$ cat src/rtl/adma_pkg.sv
`timescale 1ns/1ps
package adma_pkg;
  typedef enum logic [1:0] {SZ_B = 2'd0, SZ_W = 2'd1, SZ_D = 2'd2} acc_sz_e;

  localparam int ST_W = 5;
  localparam int CT_W = 5;

  // status bit positions
  localparam int ST_HALT = 0;
  localparam int ST_CELV = 1;
  localparam int ST_LVB  = 2;
  localparam int ST_BC   = 3;
  localparam int ST_FIFO = 4;
  localparam logic [ST_W-1:0] ST_W1C_MASK = 5'b11100;
  localparam logic [ST_W-1:0] ST_RST_VAL  = 5'b00001;

  // control bit positions
  localparam int CT_RUN  = 0;
  localparam int CT_RST  = 1;
  localparam int CT_LVBE = 2;
  localparam int CT_FIFE = 3;
  localparam int CT_BCE  = 4;
  localparam logic [CT_W-1:0] CT_KEEP_MASK = 5'b11100;

  // offsets inside a channel slot
  localparam logic [3:0] OF_BASE = 4'h0;
  localparam logic [3:0] OF_CUR  = 4'h4;
  localparam logic [3:0] OF_LAST = 4'h5;
  localparam logic [3:0] OF_STS  = 4'h6;
  localparam logic [3:0] OF_CNT  = 4'h8;
  localparam logic [3:0] OF_PRE  = 4'hA;
  localparam logic [3:0] OF_CTL  = 4'hB;

  // global registers
  localparam logic [5:0] A_GCTL = 6'h2C;
  localparam logic [5:0] A_GSTS = 6'h30;
  localparam int GC_W = 6;
  localparam int GS_READY_BIT = 8;
  localparam int GS_IRQ_LSB   = 5;
endpackage

$ cat src/rtl/adma_chan.sv
`timescale 1ns/1ps
module adma_chan
  import adma_pkg::*;
#(
  parameter int IDX_W = 5,
  parameter int CNT_W = 16
) (
  input  logic             clk,
  input  logic             rst_n,
  input  logic             wr_base,
  input  logic             wr_last,
  input  logic             wr_sts,
  input  logic             wr_ctl,
  input  logic [31:0]      wdata,
  input  logic             pos_we,
  input  logic [IDX_W-1:0] pos_cur,
  input  logic [IDX_W-1:0] pos_pre,
  input  logic [CNT_W-1:0] pos_cnt,
  input  logic [ST_W-1:0]  sts_set,
  output logic [31:0]      base_q,
  output logic [IDX_W-1:0] cur_q,
  output logic [IDX_W-1:0] last_q,
  output logic [ST_W-1:0]  sts_q,
  output logic [CNT_W-1:0] cnt_q,
  output logic [IDX_W-1:0] pre_q,
  output logic [CT_W-1:0]  ctl_q,
  output logic             irq_req,
  output logic             start_p,
  output logic             stop_p,
  output logic             rst_p,
  output logic             fetch_p
);
  logic [31:0]      n_base;
  logic [IDX_W-1:0] n_cur, n_last, n_pre;
  logic [ST_W-1:0]  n_sts;
  logic [CNT_W-1:0] n_cnt;
  logic [CT_W-1:0]  n_ctl;
  logic             n_start, n_stop, n_rst, n_fetch;

  always_comb begin
    n_base  = base_q;
    n_cur   = cur_q;
    n_last  = last_q;
    n_pre   = pre_q;
    n_cnt   = cnt_q;
    n_ctl   = ctl_q;
    n_sts   = sts_q;
    n_start = 1'b0;
    n_stop  = 1'b0;
    n_rst   = 1'b0;
    n_fetch = 1'b0;

    if (pos_we) begin
      n_cur = pos_cur;
      n_pre = pos_pre;
      n_cnt = pos_cnt;
    end

    if (wr_sts) n_sts = n_sts & ~(wdata[ST_W-1:0] & ST_W1C_MASK);
    n_sts = n_sts | sts_set;

    if (wr_base) n_base = {wdata[31:2], 2'b00};

    if (wr_last) begin
      n_last = wdata[IDX_W-1:0];
      if (ctl_q[CT_RUN] && sts_q[ST_HALT]) begin
        n_sts[ST_HALT] = 1'b0;
        n_sts[ST_CELV] = 1'b0;
        n_cur          = pre_q;
        n_pre          = pre_q + 1'b1;
        n_fetch        = 1'b1;
      end
    end

    if (wr_ctl) begin
      if (wdata[CT_RST]) begin
        n_base = '0;
        n_cur  = '0;
        n_last = '0;
        n_pre  = '0;
        n_cnt  = '0;
        n_sts  = ST_RST_VAL;
        n_ctl  = ctl_q & CT_KEEP_MASK;
        n_rst  = 1'b1;
      end else begin
        n_ctl = wdata[CT_W-1:0];
        if (!wdata[CT_RUN]) begin
          n_sts[ST_HALT] = 1'b1;
          n_stop         = ctl_q[CT_RUN];
        end else if (!ctl_q[CT_RUN]) begin
          n_cur          = pre_q;
          n_pre          = pre_q + 1'b1;
          n_sts[ST_HALT] = 1'b0;
          n_start        = 1'b1;
        end
      end
    end
  end

  always_ff @(posedge clk) begin
    if (!rst_n) begin
      base_q  <= '0;
      cur_q   <= '0;
      last_q  <= '0;
      pre_q   <= '0;
      cnt_q   <= '0;
      ctl_q   <= '0;
      sts_q   <= ST_RST_VAL;
      start_p <= 1'b0;
      stop_p  <= 1'b0;
      rst_p   <= 1'b0;
      fetch_p <= 1'b0;
    end else begin
      base_q  <= n_base;
      cur_q   <= n_cur;
      last_q  <= n_last;
      pre_q   <= n_pre;
      cnt_q   <= n_cnt;
      ctl_q   <= n_ctl;
      sts_q   <= n_sts;
      start_p <= n_start;
      stop_p  <= n_stop;
      rst_p   <= n_rst;
      fetch_p <= n_fetch;
    end
  end

  assign irq_req = (sts_q[ST_LVB] & ctl_q[CT_LVBE]) | (sts_q[ST_BC] & ctl_q[CT_BCE]);

  // acknowledged completion bit drops unless re-set by the engine
  p_ack_clears_r3: assert property (@(posedge clk) disable iff (!rst_n)
    (wr_sts && wdata[ST_BC] && !sts_set[ST_BC]) |=> !sts_q[ST_BC]);

  // status writes leave the read-only bits alone
  p_ro_bits_kept_r3: assert property (@(posedge clk) disable iff (!rst_n)
    (wr_sts && sts_set[1:0] == 2'b00) |=> sts_q[1:0] == $past(sts_q[1:0]));

  // register reset keeps the enables and clears the rest
  p_reset_cmd_r5: assert property (@(posedge clk) disable iff (!rst_n)
    (wr_ctl && wdata[CT_RST]) |=>
      (ctl_q[4:2] == $past(ctl_q[4:2]) && ctl_q[1:0] == 2'b00 &&
       sts_q == ST_RST_VAL && cur_q == '0 && pre_q == '0 && rst_p));

  // restart of a halted running channel
  p_restart_r6: assert property (@(posedge clk) disable iff (!rst_n)
    (wr_last && ctl_q[CT_RUN] && sts_q[ST_HALT]) |=>
      (fetch_p && !sts_q[ST_HALT] && !sts_q[ST_CELV] &&
       cur_q == $past(pre_q) && pre_q == IDX_W'($past(pre_q) + 1'b1)));

  // start clears halted and pulses start
  p_start_r4: assert property (@(posedge clk) disable iff (!rst_n)
    (wr_ctl && !wdata[CT_RST] && wdata[CT_RUN] && !ctl_q[CT_RUN]) |=>
      (start_p && !sts_q[ST_HALT] && cur_q == $past(pre_q)));

  // clearing run halts the channel
  p_stop_r4: assert property (@(posedge clk) disable iff (!rst_n)
    (wr_ctl && !wdata[CT_RST] && !wdata[CT_RUN]) |=> sts_q[ST_HALT]);
endmodule

$ cat src/rtl/adma_glob.sv
`timescale 1ns/1ps
module adma_glob
  import adma_pkg::*;
#(
  parameter int NUM_CH = 3,
  parameter int EVT_W  = 4
) (
  input  logic              clk,
  input  logic              rst_n,
  input  logic              wr_ctl,
  input  logic              wr_sts,
  input  logic [31:0]       wdata,
  input  logic [EVT_W-1:0]  evt,
  input  logic [NUM_CH-1:0] chan_irq,
  output logic [31:0]       gctl_rd,
  output logic [31:0]       gsts_rd
);
  localparam int W1C_POS [EVT_W] = '{0, 10, 11, 15};
  localparam int RW_LSB = 16;
  localparam int RW_W   = 2;

  logic [GC_W-1:0]  gctl_q;
  logic [RW_W-1:0]  rw_q;
  logic [EVT_W-1:0] w1c_q, n_w1c;
  logic             accept_ctl;
  logic             unused_wdata;

  assign accept_ctl   = wr_ctl && !wdata[2] && !wdata[1];
  assign unused_wdata = ^{wdata[31:RW_LSB+RW_W], wdata[14:12], wdata[9:6]};

  always_comb begin
    for (int i = 0; i < EVT_W; i++) begin
      n_w1c[i] = (w1c_q[i] & ~(wr_sts & wdata[W1C_POS[i]])) | evt[i];
    end
  end

  always_ff @(posedge clk) begin
    if (!rst_n) begin
      gctl_q <= '0;
      rw_q   <= '0;
      w1c_q  <= '0;
    end else begin
      if (accept_ctl) gctl_q <= wdata[GC_W-1:0];
      if (wr_sts) rw_q <= wdata[RW_LSB +: RW_W];
      w1c_q <= n_w1c;
    end
  end

  always_comb begin
    gsts_rd = '0;
    gsts_rd[RW_LSB +: RW_W] = rw_q;
    for (int i = 0; i < EVT_W; i++) gsts_rd[W1C_POS[i]] = w1c_q[i];
    gsts_rd[GS_READY_BIT] = 1'b1;
    gsts_rd[GS_IRQ_LSB +: NUM_CH] = chan_irq;
  end

  assign gctl_rd = 32'(gctl_q);

  // a write carrying a reset bit leaves global control unchanged
  p_gctl_reject_r8: assert property (@(posedge clk) disable iff (!rst_n)
    (wr_ctl && (wdata[2] || wdata[1])) |=> gctl_q == $past(gctl_q));

  // write-one-to-clear on global status bit 15
  p_gsts_ack_r9: assert property (@(posedge clk) disable iff (!rst_n)
    (wr_sts && wdata[15] && !evt[3]) |=> !gsts_rd[15]);
endmodule

$ cat src/rtl/adma_csr.sv
`timescale 1ns/1ps
module adma_csr
  import adma_pkg::*;
#(
  parameter int NUM_CH = 3,
  parameter int IDX_W  = 5,
  parameter int CNT_W  = 16,
  parameter int EVT_W  = 4
) (
  input  logic                   clk,
  input  logic                   rst_n,
  input  logic                   bus_sel,
  input  logic                   bus_wr,
  input  logic [5:0]             bus_addr,
  input  logic [1:0]             bus_size,
  input  logic [31:0]            bus_wdata,
  output logic [31:0]            bus_rdata,
  input  logic                   eng_we,
  input  logic [1:0]             eng_ch,
  input  logic [IDX_W-1:0]       eng_cur,
  input  logic [IDX_W-1:0]       eng_pre,
  input  logic [CNT_W-1:0]       eng_cnt,
  input  logic [NUM_CH*ST_W-1:0] eng_sts_set,
  input  logic [EVT_W-1:0]       glb_evt,
  output logic [NUM_CH-1:0]      dma_run,
  output logic [NUM_CH-1:0]      dma_start,
  output logic [NUM_CH-1:0]      dma_stop,
  output logic [NUM_CH-1:0]      dma_rst,
  output logic [NUM_CH-1:0]      dma_fetch,
  output logic                   irq
);
  logic [1:0] ch_sel;
  logic [3:0] off;
  logic       is_gctl, is_gsts, is_glob, do_wr;
  logic [NUM_CH-1:0] req;

  logic [31:0]      base_a [NUM_CH];
  logic [IDX_W-1:0] cur_a  [NUM_CH];
  logic [IDX_W-1:0] last_a [NUM_CH];
  logic [ST_W-1:0]  sts_a  [NUM_CH];
  logic [CNT_W-1:0] cnt_a  [NUM_CH];
  logic [IDX_W-1:0] pre_a  [NUM_CH];
  logic [CT_W-1:0]  ctl_a  [NUM_CH];

  logic [31:0] gctl_rd, gsts_rd, rd_v;

  assign ch_sel  = bus_addr[5:4];
  assign off     = bus_addr[3:0];
  assign is_gctl = (bus_addr == A_GCTL);
  assign is_gsts = (bus_addr == A_GSTS);
  assign is_glob = is_gctl | is_gsts;
  assign do_wr   = bus_sel & bus_wr;

  for (genvar g = 0; g < NUM_CH; g++) begin : g_ch
    logic hit;
    assign hit = (ch_sel == 2'(g)) && !is_glob;

    adma_chan #(.IDX_W(IDX_W), .CNT_W(CNT_W)) u_chan (
      .clk     (clk),
      .rst_n   (rst_n),
      .wr_base (do_wr && hit && off == OF_BASE && bus_size == SZ_D),
      .wr_last (do_wr && hit && off == OF_LAST && bus_size == SZ_B),
      .wr_sts  (do_wr && hit && off == OF_STS &&
                (bus_size == SZ_B || bus_size == SZ_W)),
      .wr_ctl  (do_wr && hit && off == OF_CTL && bus_size == SZ_B),
      .wdata   (bus_wdata),
      .pos_we  (eng_we && eng_ch == 2'(g)),
      .pos_cur (eng_cur),
      .pos_pre (eng_pre),
      .pos_cnt (eng_cnt),
      .sts_set (eng_sts_set[g*ST_W +: ST_W]),
      .base_q  (base_a[g]),
      .cur_q   (cur_a[g]),
      .last_q  (last_a[g]),
      .sts_q   (sts_a[g]),
      .cnt_q   (cnt_a[g]),
      .pre_q   (pre_a[g]),
      .ctl_q   (ctl_a[g]),
      .irq_req (req[g]),
      .start_p (dma_start[g]),
      .stop_p  (dma_stop[g]),
      .rst_p   (dma_rst[g]),
      .fetch_p (dma_fetch[g])
    );
    assign dma_run[g] = ctl_a[g][CT_RUN];
  end

  adma_glob #(.NUM_CH(NUM_CH), .EVT_W(EVT_W)) u_glob (
    .clk      (clk),
    .rst_n    (rst_n),
    .wr_ctl   (do_wr && is_gctl && bus_size == SZ_D),
    .wr_sts   (do_wr && is_gsts && bus_size == SZ_D),
    .wdata    (bus_wdata),
    .evt      (glb_evt),
    .chan_irq (req),
    .gctl_rd  (gctl_rd),
    .gsts_rd  (gsts_rd)
  );

  assign irq = |req;

  always_comb begin
    rd_v = '1;
    if (is_glob) begin
      if (bus_size == SZ_D) rd_v = is_gctl ? gctl_rd : gsts_rd;
    end else if (int'(ch_sel) < NUM_CH) begin
      case (bus_size)
        SZ_B: begin
          case (off)
            OF_CUR:  rd_v = 32'(cur_a[ch_sel]);
            OF_LAST: rd_v = 32'(last_a[ch_sel]);
            OF_STS:  rd_v = 32'(sts_a[ch_sel]);
            OF_PRE:  rd_v = 32'(pre_a[ch_sel]);
            OF_CTL:  rd_v = 32'(ctl_a[ch_sel]);
            default: rd_v = '1;
          endcase
        end
        SZ_W: begin
          case (off)
            OF_STS:  rd_v = 32'(sts_a[ch_sel]);
            OF_CNT:  rd_v = 32'(cnt_a[ch_sel]);
            default: rd_v = '1;
          endcase
        end
        SZ_D: begin
          case (off)
            OF_BASE: rd_v = base_a[ch_sel];
            OF_CUR:  rd_v = {16'(sts_a[ch_sel]), 8'(last_a[ch_sel]), 8'(cur_a[ch_sel])};
            OF_CNT:  rd_v = {8'(ctl_a[ch_sel]), 8'(pre_a[ch_sel]), 16'(cnt_a[ch_sel])};
            default: rd_v = '1;
          endcase
        end
        default: rd_v = '1;
      endcase
    end
    bus_rdata = (bus_sel && !bus_wr) ? rd_v : '0;
  end

  // interrupt line agrees with the per-channel bits of global status
  p_irq_matches_gsts_r7: assert property (@(posedge clk) disable iff (!rst_n)
    irq == (gsts_rd[GS_IRQ_LSB +: NUM_CH] != '0));

  // one bus write can start at most one channel
  p_single_start_r4: assert property (@(posedge clk) disable iff (!rst_n)
    $onehot0(dma_start));
endmodule

$ cat config.mk
export PLATFORM = sky130hd
export DESIGN_NAME = adma_csr
export DESIGN_NICKNAME = d
export VERILOG_FILES = /design/src/rtl/adma_pkg.sv /design/src/rtl/adma_chan.sv /design/src/rtl/adma_glob.sv /design/src/rtl/adma_csr.sv
export SDC_FILE = /design/constraint.sdc
export NUM_CORES = 1
export LEC_CHECK = 0
export ABC_AREA = 1
export BUFFER_PORTS_ARGS = -buffer_cell sky130_fd_sc_hd__clkbuf_2
export CORE_ASPECT_RATIO = 1.5
export CORE_MARGIN = 4
export CORE_UTILIZATION = 45
export CTS_CLUSTER_SIZE = 10
export DETAILED_ROUTE_END_ITERATION = 8
export SLEW_MARGIN = 0
export SYNTH_ARGS = -nofsm -noshare
export SYNTH_HDL_FRONTEND = slang
export SYNTH_HIERARCHICAL = 1
export SYNTH_SLANG_ARGS = --single-unit
$ cat constraint.sdc
create_clock -name clk -period 3.4 [get_ports clk]
set_clock_uncertainty 0.05 [all_clocks]
set_input_delay 0.34 -clock clk [delete_from_list [all_inputs] [get_ports clk]]
set_output_delay 0.34 -clock clk [all_outputs]
set_load 0.02 [all_outputs]
* Word-level counts from Yosys, hierarchy flattened
Cells that the tools add are included.
** Word-level totals
- Logic and storage cells :: 300
- Input port bits :: 92
- Flip-flop bits (word level) :: 243
** Operators by class
- Reduce and logical (&&, ||, !) cells :: 68
- Bitwise gates (word level) :: 41
- $lt $le $gt $ge :: 2
- Equal/unequal tests :: 14
- Add/subtract/negate cells :: 3
- Mux-type cells :: 133
** Operator list (number)
- 32-bit two-way mux :: 15
- 5-bit two-way mux :: 67
- 32-bit one-hot mux with 3 select lines :: 2
- 16-bit two-way mux :: 11
- 32-bit one-hot mux with 5 select lines :: 1
- 32-bit binary-select mux with 2-bit select :: 1
- 32-bit one-hot mux with 2 select lines :: 1
- 5-bit binary-select mux with 2-bit select :: 5
- 1-bit logical AND :: 43
- 16-bit binary-select mux with 2-bit select :: 1
- 4-bit OR reduction :: 6
- 1-bit two-way mux :: 19
- 18-bit two-way mux :: 1
- 2-bit AND reduction :: 9
- 5-bit by 1-bit adder with 5-bit output (second input constant) :: 3
- 1-bit AND :: 15
- 5-bit AND :: 3
- 5-bit bitwise OR :: 3
- 4-bit by 3-bit equality test with 1-bit output (second input constant) :: 3
- 4-bit equality test (second input constant) :: 3
- 6-bit equality test (second input constant) :: 2
- 2-bit two-way mux :: 6
- 4-bit two-way mux :: 3
- 1-bit inverter :: 10
- 12 further kinds :: 28

* Depth between registers and ports, before layout
Gate-level depths: netlist of run 1.
- Depth after elaboration :: 15
- Mapped depth :: 13
- Depth with buffers taken out :: 11

* Modules after synthesis
The synthesis of run 1 kept the hierarchy.
** By module, submodules not included
- adma_chan :: seq. area each 1521.5 sq um, cells each 396, area each 2929.1 sq um, instances 3
- adma_csr :: seq. area each 0.0 sq um, cells each 794, area each 3495.9 sq um, instances 1
- adma_glob :: seq. area each 240.2 sq um, cells each 114, area each 852.1 sq um, instances 1

* Least setup slack after synthesis of run 1
Ideal clock, no wire load.
- Path kind :: input to register
- Start point :: input bus_addr[5]
- End point :: register g_ch[2].u_chan.base_q[14]
- Arrival :: 1993 ps
- Required time :: 3234 ps
- Path buffers :: 4
- Stages :: 12
- Slack :: 1241 ps
- Cell sequence :: inv_2 nor2_2 nand3_2 buf_4 clkbuf_1 nand3_1 nor2_1 nand2_1 nand2_1 buf_4 buf_6 a21oi_1
** On the way
- Cells in the longest elaborated chain, start to end :: 10
- Elaborated cells between the ends (all ways) :: 14
- Classes of those cells :: 3 x eq/ne; 3 x mux; 1 x bitwise; 7 x reduce/logical
** RTL lines
- from (decl) :: line adma_csr.sv:14 : input logic [5:0] bus_addr,
- 6-bit equality test (on tied branches) :: line adma_csr.sv:49, adma_csr.sv:50
- 1-bit bitwise OR :: line adma_csr.sv:51 : assign is_glob = is_gctl | is_gsts;
- 1-bit zero test :: line adma_csr.sv:56 : assign hit = (ch_sel == 2'(g)) && !is_glob;
- 1-bit logical AND * :: line adma_csr.sv:56
- 1-bit logical AND * :: line adma_csr.sv:61, adma_csr.sv:65
- 1-bit logical AND (2 in series) :: line adma_csr.sv:61 : .wr_base (do_wr && hit && off == OF_BASE && bus_size == SZ_D),
- 32-bit two-way mux :: line adma_chan.sv:62 : if (wr_base) n_base = {wdata[31:2], 2'b00};
- 32-bit two-way mux :: line adma_chan.sv:76 : if (wdata[CT_RST]) begin
- 32-bit two-way mux * :: line adma_chan.sv:75 : if (wr_ctl) begin
- to (signal assigned) :: line adma_chan.sv:114 : base_q <= n_base;
- to (decl) :: line adma_chan.sv:20 : output logic [31:0] base_q,
Every way passes the cells marked *; elsewhere a longest branch is shown, timed or not.
A chain may end at the register's enable or synchronous reset.

* Final worst setup path of run 1
- Start point :: input bus_addr[4]
- End point :: output bus_rdata[8]
** On the way
- Cells in the longest elaborated chain, start to end :: 9
- Elaborated cells between the ends (all ways) :: 22
- Classes of those cells :: 1 x order compare; 2 x eq/ne; 17 x mux; 2 x bitwise
** RTL lines
- 2-bit inverter with 3-bit output (implied by the code)
- 16-bit binary-select mux with 2-bit select (tied with other cells) :: line adma_csr.sv:121, adma_csr.sv:129
- 16-bit two-way mux (implied by the code) (tied with other cells) (2 in series) :: line adma_csr.sv:121, adma_csr.sv:129
- 32-bit one-hot mux with 3 select lines or 32-bit one-hot mux with 2 select lines (tied branches) :: line adma_csr.sv:126, adma_csr.sv:119
- 32-bit one-hot mux with 3 select lines :: line adma_csr.sv:107 : case (bus_size)
- 32-bit two-way mux :: line adma_csr.sv:106 : end else if (int'(ch_sel) < NUM_CH) begin
- 32-bit two-way mux * :: line adma_csr.sv:104 : if (is_glob) begin
- 32-bit two-way mux * :: line adma_csr.sv:136 : bus_rdata = (bus_sel && !bus_wr) ? rd_v : '0;
- to (decl) :: line adma_csr.sv:17 : output logic [31:0] bus_rdata,
Every way passes the cells marked *; elsewhere a longest branch is shown, timed or not. The select of a mux whose other input is x is not followed.

==> out/qor.yml, run 1 <==
cts.clk_slew.worst_paths_ps: 50
initial_core_util_pct: 45.7
setup_violations: 0
wl_per_cell_um: 18.8
dp.cells: 2554
drc: 0
seq_area_frac_synth_pct: 36.6
rsz0062_at_grt: "false"
synthArstFlopShare_pct: 0
synth_area_mm2: 0.0131
die_width_um: 147
holdWs_ps: 19.5
cp-endpoint: "bus_rdata[8]"
die-area_mm2: 0.0320
antenna_left: 0
crit_slowest_cell: "clkbuf_2"
ys.flop_type: "dfxtp_1"
setup-tns-final_ps: 0
whs_path_depth: 3
r2r_slack_ps: 1940
die_y_um: 217
crit_start: "bus_addr[4]"
placed_area_mm2: 0.0141
coreArea_mm2: 0.0287
crit_type: "in2out"
crit_required_ps: 3010
end_kind: "output port"
antenna_found_initial: 0
vdd.ir_drop.worst_mv: 0.391
synth.avg_cell_area_um2: 6.27
max_slew.worst_pin.slew_ps: 1290
grt_pass1_wl_um: 77000
htree_num_levels: 1
rows: 76
vias: 14100
gp_congestion: 0.967
wirelength_um: 49600
synth_top_area_share_pct: 36.6
cts_buffer_depth: 3
worstReg2RegStart: "g_ch[1].u_chan/ctl_q[0]$_SDFFE_PN0P_"
synth_edf_count: 0
drive_gt1_share_pct: 11.9
fin_crit_ps: 2930
pin_count: 140
power_density_mw_per_mm2: 410
cts_sinks: 240
post-route-period-util_pct: 86.2
area_delta_synth_final_pct: 16.6
ys_seq_elements: 240
grt_pass1_vias: 13800
slowest_delay_ps: 380
status: "finished, final reports clean"
hp-class: "in2reg"
grt_max_degree: 55
r2r_end: "g_ch[1].u_chan/pre_q[1]$_SDFF_PN0_"
num_antenna_cells: 0
cellLeakagePower_nw: 6.33
numCtsBuffers: 28
final_cells: 2639
synth_area_leaders: "dfxtp_1 37%, nand2_1 24%, a21oi_1 9.0%"
fmax_ghz: 0.341
rr_worst_depth: 7
cp.arrival_ps: 2540
cts_resized: 0
path_cells: "clkbuf_2, inv_4, nor2_4, buf_12, nand2_1, nand3_1, nand2_1, nor2_1, nor2_1, a21oi_1, clkbuf_2"
hold_violations: 0
grtUsageTotal_pct: 30.4
setup.worst_path.start_class: "input port"
yosysTopAreaCell: "dfxtp_1"
cts_tree: "built"
max-cap-violations: 0
slew_violations: 0
nets: 2339
synth_cells: 2096
root_buffer: "clkbuf_16"
drt-initial-drc-count: 949
yosys_warnings: 6
critPathMaxFanout: 47
relSlewSlack_pct: 14.2
synth_cell_types: 39
first_pass_iters: 7
port_buffers: 139
design_area_mm2: 0.0153
grt-ovfl-total: 0
via_per_inst: 5.32
dp_hpwl_um: 35400
clkLatencyLatePin_ps: 580
[through the flow]
step           setup WS [ps]  util [%]  total power [mW]
4_1_cts                  484      53.3              6.34
2_1_floorplan           1240         -              3.39
3_3_place_gp             502      48.9              3.66
3_5_place_dp             471      48.9              3.66
6_report                 469      53.3              6.28
5_1_grt                  314      53.3              6.51
[Yosys cell counts, drive strengths merged, types with 3 or more instances]
master / count
a21oi: 235
inv: 86
dfxtp: 240
mux2: 10
o21a: 4
nand4: 9
o211ai: 6
clkbuf: 44
conb: 5
o21ai: 96
nand3b: 3
nor3b: 8
buf: 126
nor4: 4
o221ai: 5
o22ai: 4
xor2: 3
nand3: 158
nor2: 166
nor3: 15
a22o: 3
ha: 3
nand2: 858
[critical path: cells and delay by family]
family / cells / cell delay (ps)
AO/OA/AOI/OAI: 1 / 270
buffers and inverters: 4 / 1100
AND/OR/NAND/NOR: 6 / 780
[layer usage]
layer | global-route usage [%] | wire, µm | vias up | part of all wire, %
met3 | 3.73 | 2600 | 130 | 5.2
li1 | - | - | 6922 | -
met2 | 54.2 | 24900 | 508 | 50
met5 | 0 | 0 | - | 0
met1 | 34.7 | 18800 | 6492 | 38
met4 | 18.1 | 3300 | 0 | 6.7
[repair_timing]
item,CTS,global route
endpoints found under the setup margin,0,0
hold buffers,50,0
hold endpoints to repair,114,0
buffers inserted,0,0
[where the power goes]
group / internal [mW] / switching (mW) / total [mW] / leakage [nW]
Combinational: 0.253 / 0.505 / 0.757 / 4.02
Sequential: 2.86 / 0.0388 / 2.90 / 1.94
Clock: 1.47 / 1.15 / 2.63 / 0.363
Total: 4.59 / 1.69 / 6.28 / 6.33
[cells by family after synthesis]
logic type | share of synthesized area [%]
XOR/XNOR | 0.200
adder cells (fa/ha/maj) | 0.286
multiplexers | 0.934
buffers and inverters | 10.1
flip-flops | 36.6
AND/OR/NAND/NOR | 37.8
other | 0.143
AO/OA/AOI/OAI | 14.0
[sequential cells by signal (all words and copies together) (netlist names), 3 cells and up]
name	flops
g_ch.u_chan/base_q	96
g_ch.u_chan/start_p	3
u_glob/gctl_q	6
g_ch.u_chan/stop_p	3
g_ch.u_chan/last_q	15
g_ch.u_chan/rst_p	3
g_ch.u_chan/sts_q	15
g_ch.u_chan/cur_q	15
g_ch.u_chan/ctl_q	12
g_ch.u_chan/fetch_p	3
g_ch.u_chan/cnt_q	48
u_glob/w1c_q	4
g_ch.u_chan/pre_q	15
[worst min-delay path by stage]
stage / from / to / slack, ps
global route: eng_sts_set[11] / g_ch[2].u_chan/sts_q[1]$_SDFF_PN0_ / 30
floorplan: u_glob/gctl_q[1]$_SDFFE_PN0P_ / u_glob/gctl_q[1]$_SDFFE_PN0P_ / 360
finish: eng_sts_set[11] / g_ch[2].u_chan/sts_q[1]$_SDFF_PN0_ / 20
CTS: bus_wdata[31] / g_ch[0].u_chan/base_q[31]$_SDFF_PN0_ / 7
detailed placement: u_glob/gctl_q[1]$_SDFFE_PN0P_ / u_glob/gctl_q[1]$_SDFFE_PN0P_ / 380
global placement: u_glob/gctl_q[1]$_SDFFE_PN0P_ / u_glob/gctl_q[1]$_SDFFE_PN0P_ / 370
[area by class of cell]
cell class	instances	area (µm²)
clock buffers	33	719
fillers	3043	13400
clock inverters	2	37.5
flip-flops and latches	240	4800
well taps	390	488
multi-input cells	1646	7220
repair buffers	241	1710
inverters	87	329
[layout by cell type, fill, tap and decap left out, types with 12 or more instances in the layout]
master,count
a21oi_1,235
buf_4,42
clkbuf_16,28
clkbuf_2,139
conb_1,52
dfxtp_1,240
dlygate4sd3_1,50
inv_1,73
inv_2,12
nand2_1,848
nand3_1,157
nor2_1,154
nor3_1,13
o21ai_0,87
No activity file was read; power rests on OpenSTA's default activity.
==> run 2, diff against run 1 <==
Settings changed: CORE_UTILIZATION 45 to 60, GPL_TIMING_DRIVEN set to 0, PLACE_DENSITY set to 0.81.
==> run 2 against run 1 <==
Net effect: flip-flop and latch count unchanged; power is 1.5% higher; clock power hardly changed; register-to-register slack got worse by 40 ps; critical path depth rose by 1; non-clock buffer count rose by 115; clock-buffer cell count decreased by 2; global-route usage grew 11 points; first-iteration DRC count rose by 53%; die area decreased by 24%.
==> out/qor.yml, run 2 (synthesis results as in run 1) <==
antenna_left: 0  # unchanged
cts_buffer_depth: 3  # unchanged
numCtsBuffers: 28  # unchanged
regMostFlops: "g_ch.u_chan/base_q"
slew_violations: 0  # unchanged
top_usage_layer: "met2"
fill_cells: 1909  # -37%
num_antenna_cells: 0  # unchanged
p_int_mw: 4.63  # +0.86%
rsz0062_at_grt: "false"
wirelength_um: 52400  # +5.7%
initial_core_util_pct: 60.7  # +15 points
design_area_mm2: 0.0156  # +1.7%
rows: 66  # -13%
grt_use_met1_pct: 45.2  # +11 points
cts_setup_buffers: 0  # unchanged
crit_type: "in2out"
die_y_um: 189  # -13%
layout_commonest_cell: "nand2_1"
crit_top_cell: "nand2_1"
power_mw: 6.37  # +1.5%
clkLatencyLatePin_ps: 570  # about the same
met3_usage_pct: 6.04  # +2.3 points
drc: 0  # unchanged
htree_num_levels: 1  # unchanged
post-route-period-util_pct: 93.9  # +7.7 points
utilization_pct: 72.0  # +19 points
max_slew.worst_pin.slew_ps: 1320  # +34.0 ps
r2r_slack_ps: 1900  # -40 ps
fmax_ghz: 0.313  # -8.2%
crit_slowest_cell: "clkbuf_1"
p_sw_share_pct: 27.4  # +0.42 points
port_buffers: 139  # unchanged
clkPwrFrac_pct: 41.6  # -0.2 points
drive_gt1_share_pct: 14.0  # +2.1 points
hold_violations: 0  # unchanged
r2r_end: "g_ch[1].u_chan/pre_q[2]$_SDFF_PN0_"
worstReg2RegStart: "g_ch[1].u_chan/ctl_q[0]$_SDFFE_PN0P_"
vias: 15400  # +9.8%
hp-start: "bus_wdata[6]"
largestRegisters: "g_ch.u_chan/base_q x96, g_ch.u_chan/cnt_q x48"
drt-initial-drc-count: 1450  # +53%
cts_resized: 0  # unchanged
cpLargestDelayFamily: "buffers and inverters"
path_cells: "clkbuf_2, inv_2, clkbuf_1, nand3_1, nand3_1, nand2_1, nand2_1, nor2_1, nand2_1, nand2_1, a21oi_1, clkbuf_2"
layout_common_cells: "851 x nand2_1, 240 x dfxtp_1, 235 x a21oi_1, 157 x nor2_1, 157 x nand3_1"
crit_cells: 12  # +1
grt_pass1_vias: 14700  # +6.9%
max-cap-violations: 0  # unchanged
cts_sinks: 240  # unchanged
largest_reg_flops: 96  # unchanged
crit_buf_inv: 4  # unchanged
coreArea_mm2: 0.0216  # -25%
cellLeakagePower_nw: 6.68  # +5.4%
fin_crit_ps: 3190  # +261 ps
crit_required_ps: 3010  # about the same
vdd.ir_drop.worst_mv: 0.423  # +8.1%
first_pass_iters: 6  # -1
grtUsageTotal_pct: 41.6  # +11 points
die_width_um: 129  # -13%
critPathMaxFanout: 10  # -79%
cts_tree: "built"
end_kind: "output port"
via_per_inst: 5.86  # +10%
setup_violations: 0  # unchanged
root_buffer: "clkbuf_16"
gp_congestion: 1.03  # +6.4%
slowest_delay_ps: 580  # +200 ps
die-area_mm2: 0.0244  # -24%
rr_worst_depth: 7  # unchanged
power_frac_comb_pct: 13.0  # +0.9 points
placed_area_mm2: 0.0143  # +2.1%
met2_usage_pct: 69.8  # +16 points
nets: 2454  # +4.9%
power_switching_mw: 1.75  # +3.0%
setup.worst_path.start_class: "input port"
antenna_found_initial: 0  # unchanged
p_seq_share_pct: 45.4  # -0.7 points
area_delta_synth_final_pct: 18.6
cp.arrival_ps: 2800  # +260 ps
grt_max_degree: 17  # -69%
power_density_mw_per_mm2: 409  # -0.28%
hp-class: "in2reg"
wl_per_cell_um: 19.9  # +5.9%
grt-ovfl-total: 0  # unchanged
status: "finished, final reports clean"
cts.clk_slew.worst_paths_ps: 60  # about the same
min_to: "g_ch[0].u_chan/base_q[6]$_SDFF_PN0_"
pin_count: 140  # unchanged
relSlewSlack_pct: 11.3  # -3.0 points
grt_pass1_wl_um: 78800  # +2.2%
dp_hpwl_um: 38300  # +8.2%
whs_path_depth: 3  # unchanged
==> run 2: metal layers <==
layer,wire (µm),share of wire [%]
met2,25000,48
met4,5250,10
met5,0,0
met1,17600,34
met3,4500,8.6
==> run 2: worst max path at each step <==
stage | start | end | slack, ps
after detailed placement | bus_addr[5] | g_ch[2].u_chan/base_q[14]$_SDFF_PN0_ | -140
after CTS | bus_addr[4] | bus_rdata[29] | 380
after global routing | bus_addr[5] | g_ch[2].u_chan/base_q[14]$_SDFF_PN0_ | 130
after floorplan | bus_addr[5] | g_ch[2].u_chan/base_q[14]$_SDFF_PN0_ | 1240
after global placement | bus_addr[5] | g_ch[2].u_chan/base_q[17]$_SDFF_PN0_ | -110
final | bus_addr[5] | bus_rdata[3] | 210
==> run 2: layout make-up <==
class / count / area (µm²) / area share, %
Buffer: 170 / 996 / 6.39
Clock buffer: 31 / 722 / 4.63
Clock inverter: 2 / 38.8 / 0.249
Inverter: 87 / 329 / 2.11
Multi-Input combinational cell: 1646 / 7180 / 46.1
Sequential cell: 240 / 4800 / 30.8
Tap cell: 272 / 340 / 2.18
Timing Repair Buffer: 186 / 1170 / 7.49
==> run 2: timing repair <==
item / in CTS / in global routing
hold endpoints to repair: 97 / 0
setup endpoints to repair: 0 / 0
hold buffers: 47 / 0
==> run 2: power groups by stage <==
stage	clock network, mW	registers [mW]	logic (mW)
floorplan	0	2.94	0.448
global placement	0	2.95	0.740
detailed placement	0	2.95	0.747
CTS	2.65	2.89	0.793
global route	2.77	2.90	0.880
finish	2.65	2.90	0.826
==> run 2: worst min-delay path: cells and delay by family <==
| family | cells | cell delay [ps] |
|---|---|---|
| buffers and inverters | 1 | 120 |
| AND/OR/NAND/NOR | 1 | 80 |
| AO/OA/AOI/OAI | 1 | 60 |
==> run 2: through the flow <==
step	setup TNS [ps]	worst slack, ps	hold WS, ps	std cells
final	0	209	15.6	2634
after global routing	0	127	18.3	2634
after CTS	0	379	3.88	2634
after detailed placement	-2360	-141	380	2554
after global placement	-1460	-106	371	2554
after floorplan	0	1240	364	2143
==> run 3, diff against run 2 <==
Clock period 3.4 ns to 3.65 ns, I/O delays scaled along.
==> run 3 against run 2 <==
Net effect: cell count is 1.3% lower; critical path depth stayed put; power is 7.3% lower; combinational power is 11% lower; register-to-register slack better by 250 ps; first-iteration DRC count is 0.14% lower; worst hold slack worse by 11 ps; die area stayed put; flip-flop and latch count stayed put; sequential power is 7% lower; via count is 0.72% lower.
==> out/qor.yml, run 3 (synthesis results as in run 1) <==
numCtsBuffers: 28  # unchanged
drive_gt1_share_pct: 14.2  # +0.20 points
p_int_mw: 4.29  # -7.3%
utilization_pct: 70.5  # -1.5 points
slowest_delay_ps: 580  # about the same
cellLeakagePower_nw: 6.54  # -2.1%
r2r_slack_ps: 2150  # +250 ps
critPathMaxFanout: 10  # unchanged
hp-start: "eng_sts_set[2]"
clkPwrFrac_pct: 41.8  # +0.2 points
fmax_ghz: 0.310
cts_setup_buffers: 0  # unchanged
port_buffers: 139  # unchanged
area_delta_synth_final_pct: 16.1
cp.arrival_ps: 2810  # about the same
via_per_inst: 5.89  # +0.54%
cts.clk_slew.worst_paths_ps: 50  # about the same
max_slew.worst_pin.slew_ps: 1330  # +7.40 ps
coreArea_mm2: 0.0216  # unchanged
cts_sinks: 240  # unchanged
initial_core_util_pct: 60.7  # unchanged
cts_resized: 0  # unchanged
clkLatencyLatePin_ps: 550  # -20 ps
root_buffer: "clkbuf_16"
end_kind: "output port"
slew_violations: 0  # unchanged
setup-tns-final_ps: 0  # unchanged
max-cap-violations: 0  # unchanged
min_to: "g_ch[0].u_chan/sts_q[2]$_SDFF_PN0_"
die_width_um: 129  # unchanged
vdd.ir_drop.worst_mv: 0.393  # -7.1%
vias: 15300  # -0.72%
rows: 66  # unchanged
htree_num_levels: 1  # unchanged
ff_latch_area_mm2: 0.00480  # unchanged
holdWs_ps: 4.14  # -11.4 ps
gp_congestion: 1.03  # unchanged
drt-initial-drc-count: 1448  # -0.14%
p_sw_share_pct: 27.4  # about the same
power_frac_comb_pct: 12.5  # -0.5 points
grt_max_degree: 17  # unchanged
largestRegisters: "g_ch.u_chan/base_q x96, g_ch.u_chan/cnt_q x48"
grt_pass1_wl_um: 77800  # -1.3%
setup_violations: 0  # unchanged
pin_count: 140  # unchanged
antenna_found_initial: 0  # unchanged
num_antenna_cells: 0  # unchanged
power_density_mw_per_mm2: 387  # -5.3%
nets: 2421  # -1.3%
dp_hpwl_um: 38300  # unchanged
drc: 0  # unchanged
largest_reg_flops: 96  # unchanged
die-area_mm2: 0.0244  # unchanged
crit_top_cell: "nand2_1"
whs_path_depth: 3  # unchanged
multi_input_area_mm2: 0.00718  # unchanged
crit_required_ps: 3230  # +220 ps
setup.worst_path.start_class: "input port"
cts_buffer_depth: 3  # unchanged
rsz0062_at_grt: "false"
cts_tree: "built"
antenna_left: 0  # unchanged
r2r_end: "g_ch[0].u_chan/pre_q[2]$_SDFF_PN0_"
status: "finished, final reports clean"
regMostFlops: "g_ch.u_chan/base_q"
relSlewSlack_pct: 10.8  # -0.50 points
path_cells: "clkbuf_2, inv_2, clkbuf_1, nand3_1, nand3_1, nand2_1, nand2_1, nor2_1, nand2_1, nand2_1, a21oi_1, clkbuf_2"
crit_slowest_cell: "clkbuf_1"
worstReg2RegStart: "g_ch[0].u_chan/ctl_q[0]$_SDFFE_PN0P_"
layout_commonest_cell: "nand2_1"
power_switching_mw: 1.62  # -7.3%
hold_violations: 0  # unchanged
grt-ovfl-total: 0  # unchanged
first_pass_iters: 7  # +1
wl_per_cell_um: 19.9  # about the same
die_y_um: 189  # unchanged
crit_type: "in2out"
p_seq_share_pct: 45.7  # +0.3 points
post-route-period-util_pct: 88.4
wirelength_um: 51800  # -1.2%
fill_cells: 1973  # +3.4%
grt_pass1_vias: 14500  # -1.7%
grtUsageTotal_pct: 41.1  # -0.52 points
layout_common_cells: "851 x nand2_1, 240 x dfxtp_1, 235 x a21oi_1, 157 x nor2_1, 157 x nand3_1"
rr_worst_depth: 7  # unchanged
hp-class: "in2reg"
fin_crit_ps: 3230
## run 3: stage by stage
| stage | total power [mW] | area [µm²] | worst slack [ps] | std cells |
|---|---|---|---|---|
| global placement | 3.44 | 14300 | 119 | 2554 |
| floorplan | 3.16 | 13300 | 1470 | 2143 |
| global route | 6.07 | 15200 | 362 | 2601 |
| detailed placement | 3.45 | 14300 | 84.3 | 2554 |
| CTS | 5.88 | 15200 | 579 | 2601 |
| finish | 5.90 | 15200 | 425 | 2601 |
## run 3: worst max path at each step
| stage | from | to | slack [ps] | cells after the start |
|---|---|---|---|---|
| 2_1_floorplan | bus_addr[5] | g_ch[2].u_chan/base_q[14]$_SDFF_PN0_ | 1470 | 12 |
| 3_3_place_gp | bus_addr[5] | g_ch[2].u_chan/base_q[17]$_SDFF_PN0_ | 120 | 13 |
| 3_5_place_dp | bus_addr[5] | g_ch[2].u_chan/base_q[14]$_SDFF_PN0_ | 80 | 13 |
| 4_1_cts | bus_addr[4] | bus_rdata[29] | 580 | 10 |
| 5_1_grt | bus_addr[5] | g_ch[2].u_chan/base_q[14]$_SDFF_PN0_ | 360 | 13 |
| 6_report | bus_addr[5] | bus_rdata[3] | 420 | 12 |
## run 3: worst max-delay path, delay by kind of cell
family	cells	cell delay, ps
simple gates	7	1020
buf+inv	4	1120
compound gates	1	300
## run 3: what timing repair did
item / in CTS / in global routing
hold buffers: 14 / 0
endpoints found under the setup margin: 0 / 0
endpoints found under the hold margin: 18 / 0
## run 3: cell type report
cell class | count | area share, %
clock inverters | 2 | 0.254
repair buffers | 153 | 5.48
plain buffers | 170 | 6.53
multi-input cells | 1646 | 47.1
flip-flops and latches | 240 | 31.5
inverters | 87 | 2.16
clock buffers | 31 | 4.73
well taps | 272 | 2.23
## run 3: layer usage
| layer | global-route usage (%) | part of all wire, % | vias up | wire length, µm |
|---|---|---|---|---|
| met2 | 69.1 | 48 | 973 | 24800 |
| met3 | 6.07 | 8.8 | 277 | 4560 |
| met5 | 0 | 0 | - | 0 |
| li1 | - | - | 7089 | - |
| met4 | 33.6 | 9.8 | 0 | 5060 |
| met1 | 45.0 | 34 | 6976 | 17400 |
## run 3: power by group through the flow
stage / Clock [mW] / Sequential (mW) / Combinational, mW
2_1_floorplan: 0 / 2.74 / 0.417
4_1_cts: 2.47 / 2.70 / 0.711
5_1_grt: 2.59 / 2.70 / 0.788
3_3_place_gp: 0 / 2.75 / 0.690
6_report: 2.47 / 2.70 / 0.739
3_5_place_dp: 0 / 2.75 / 0.696
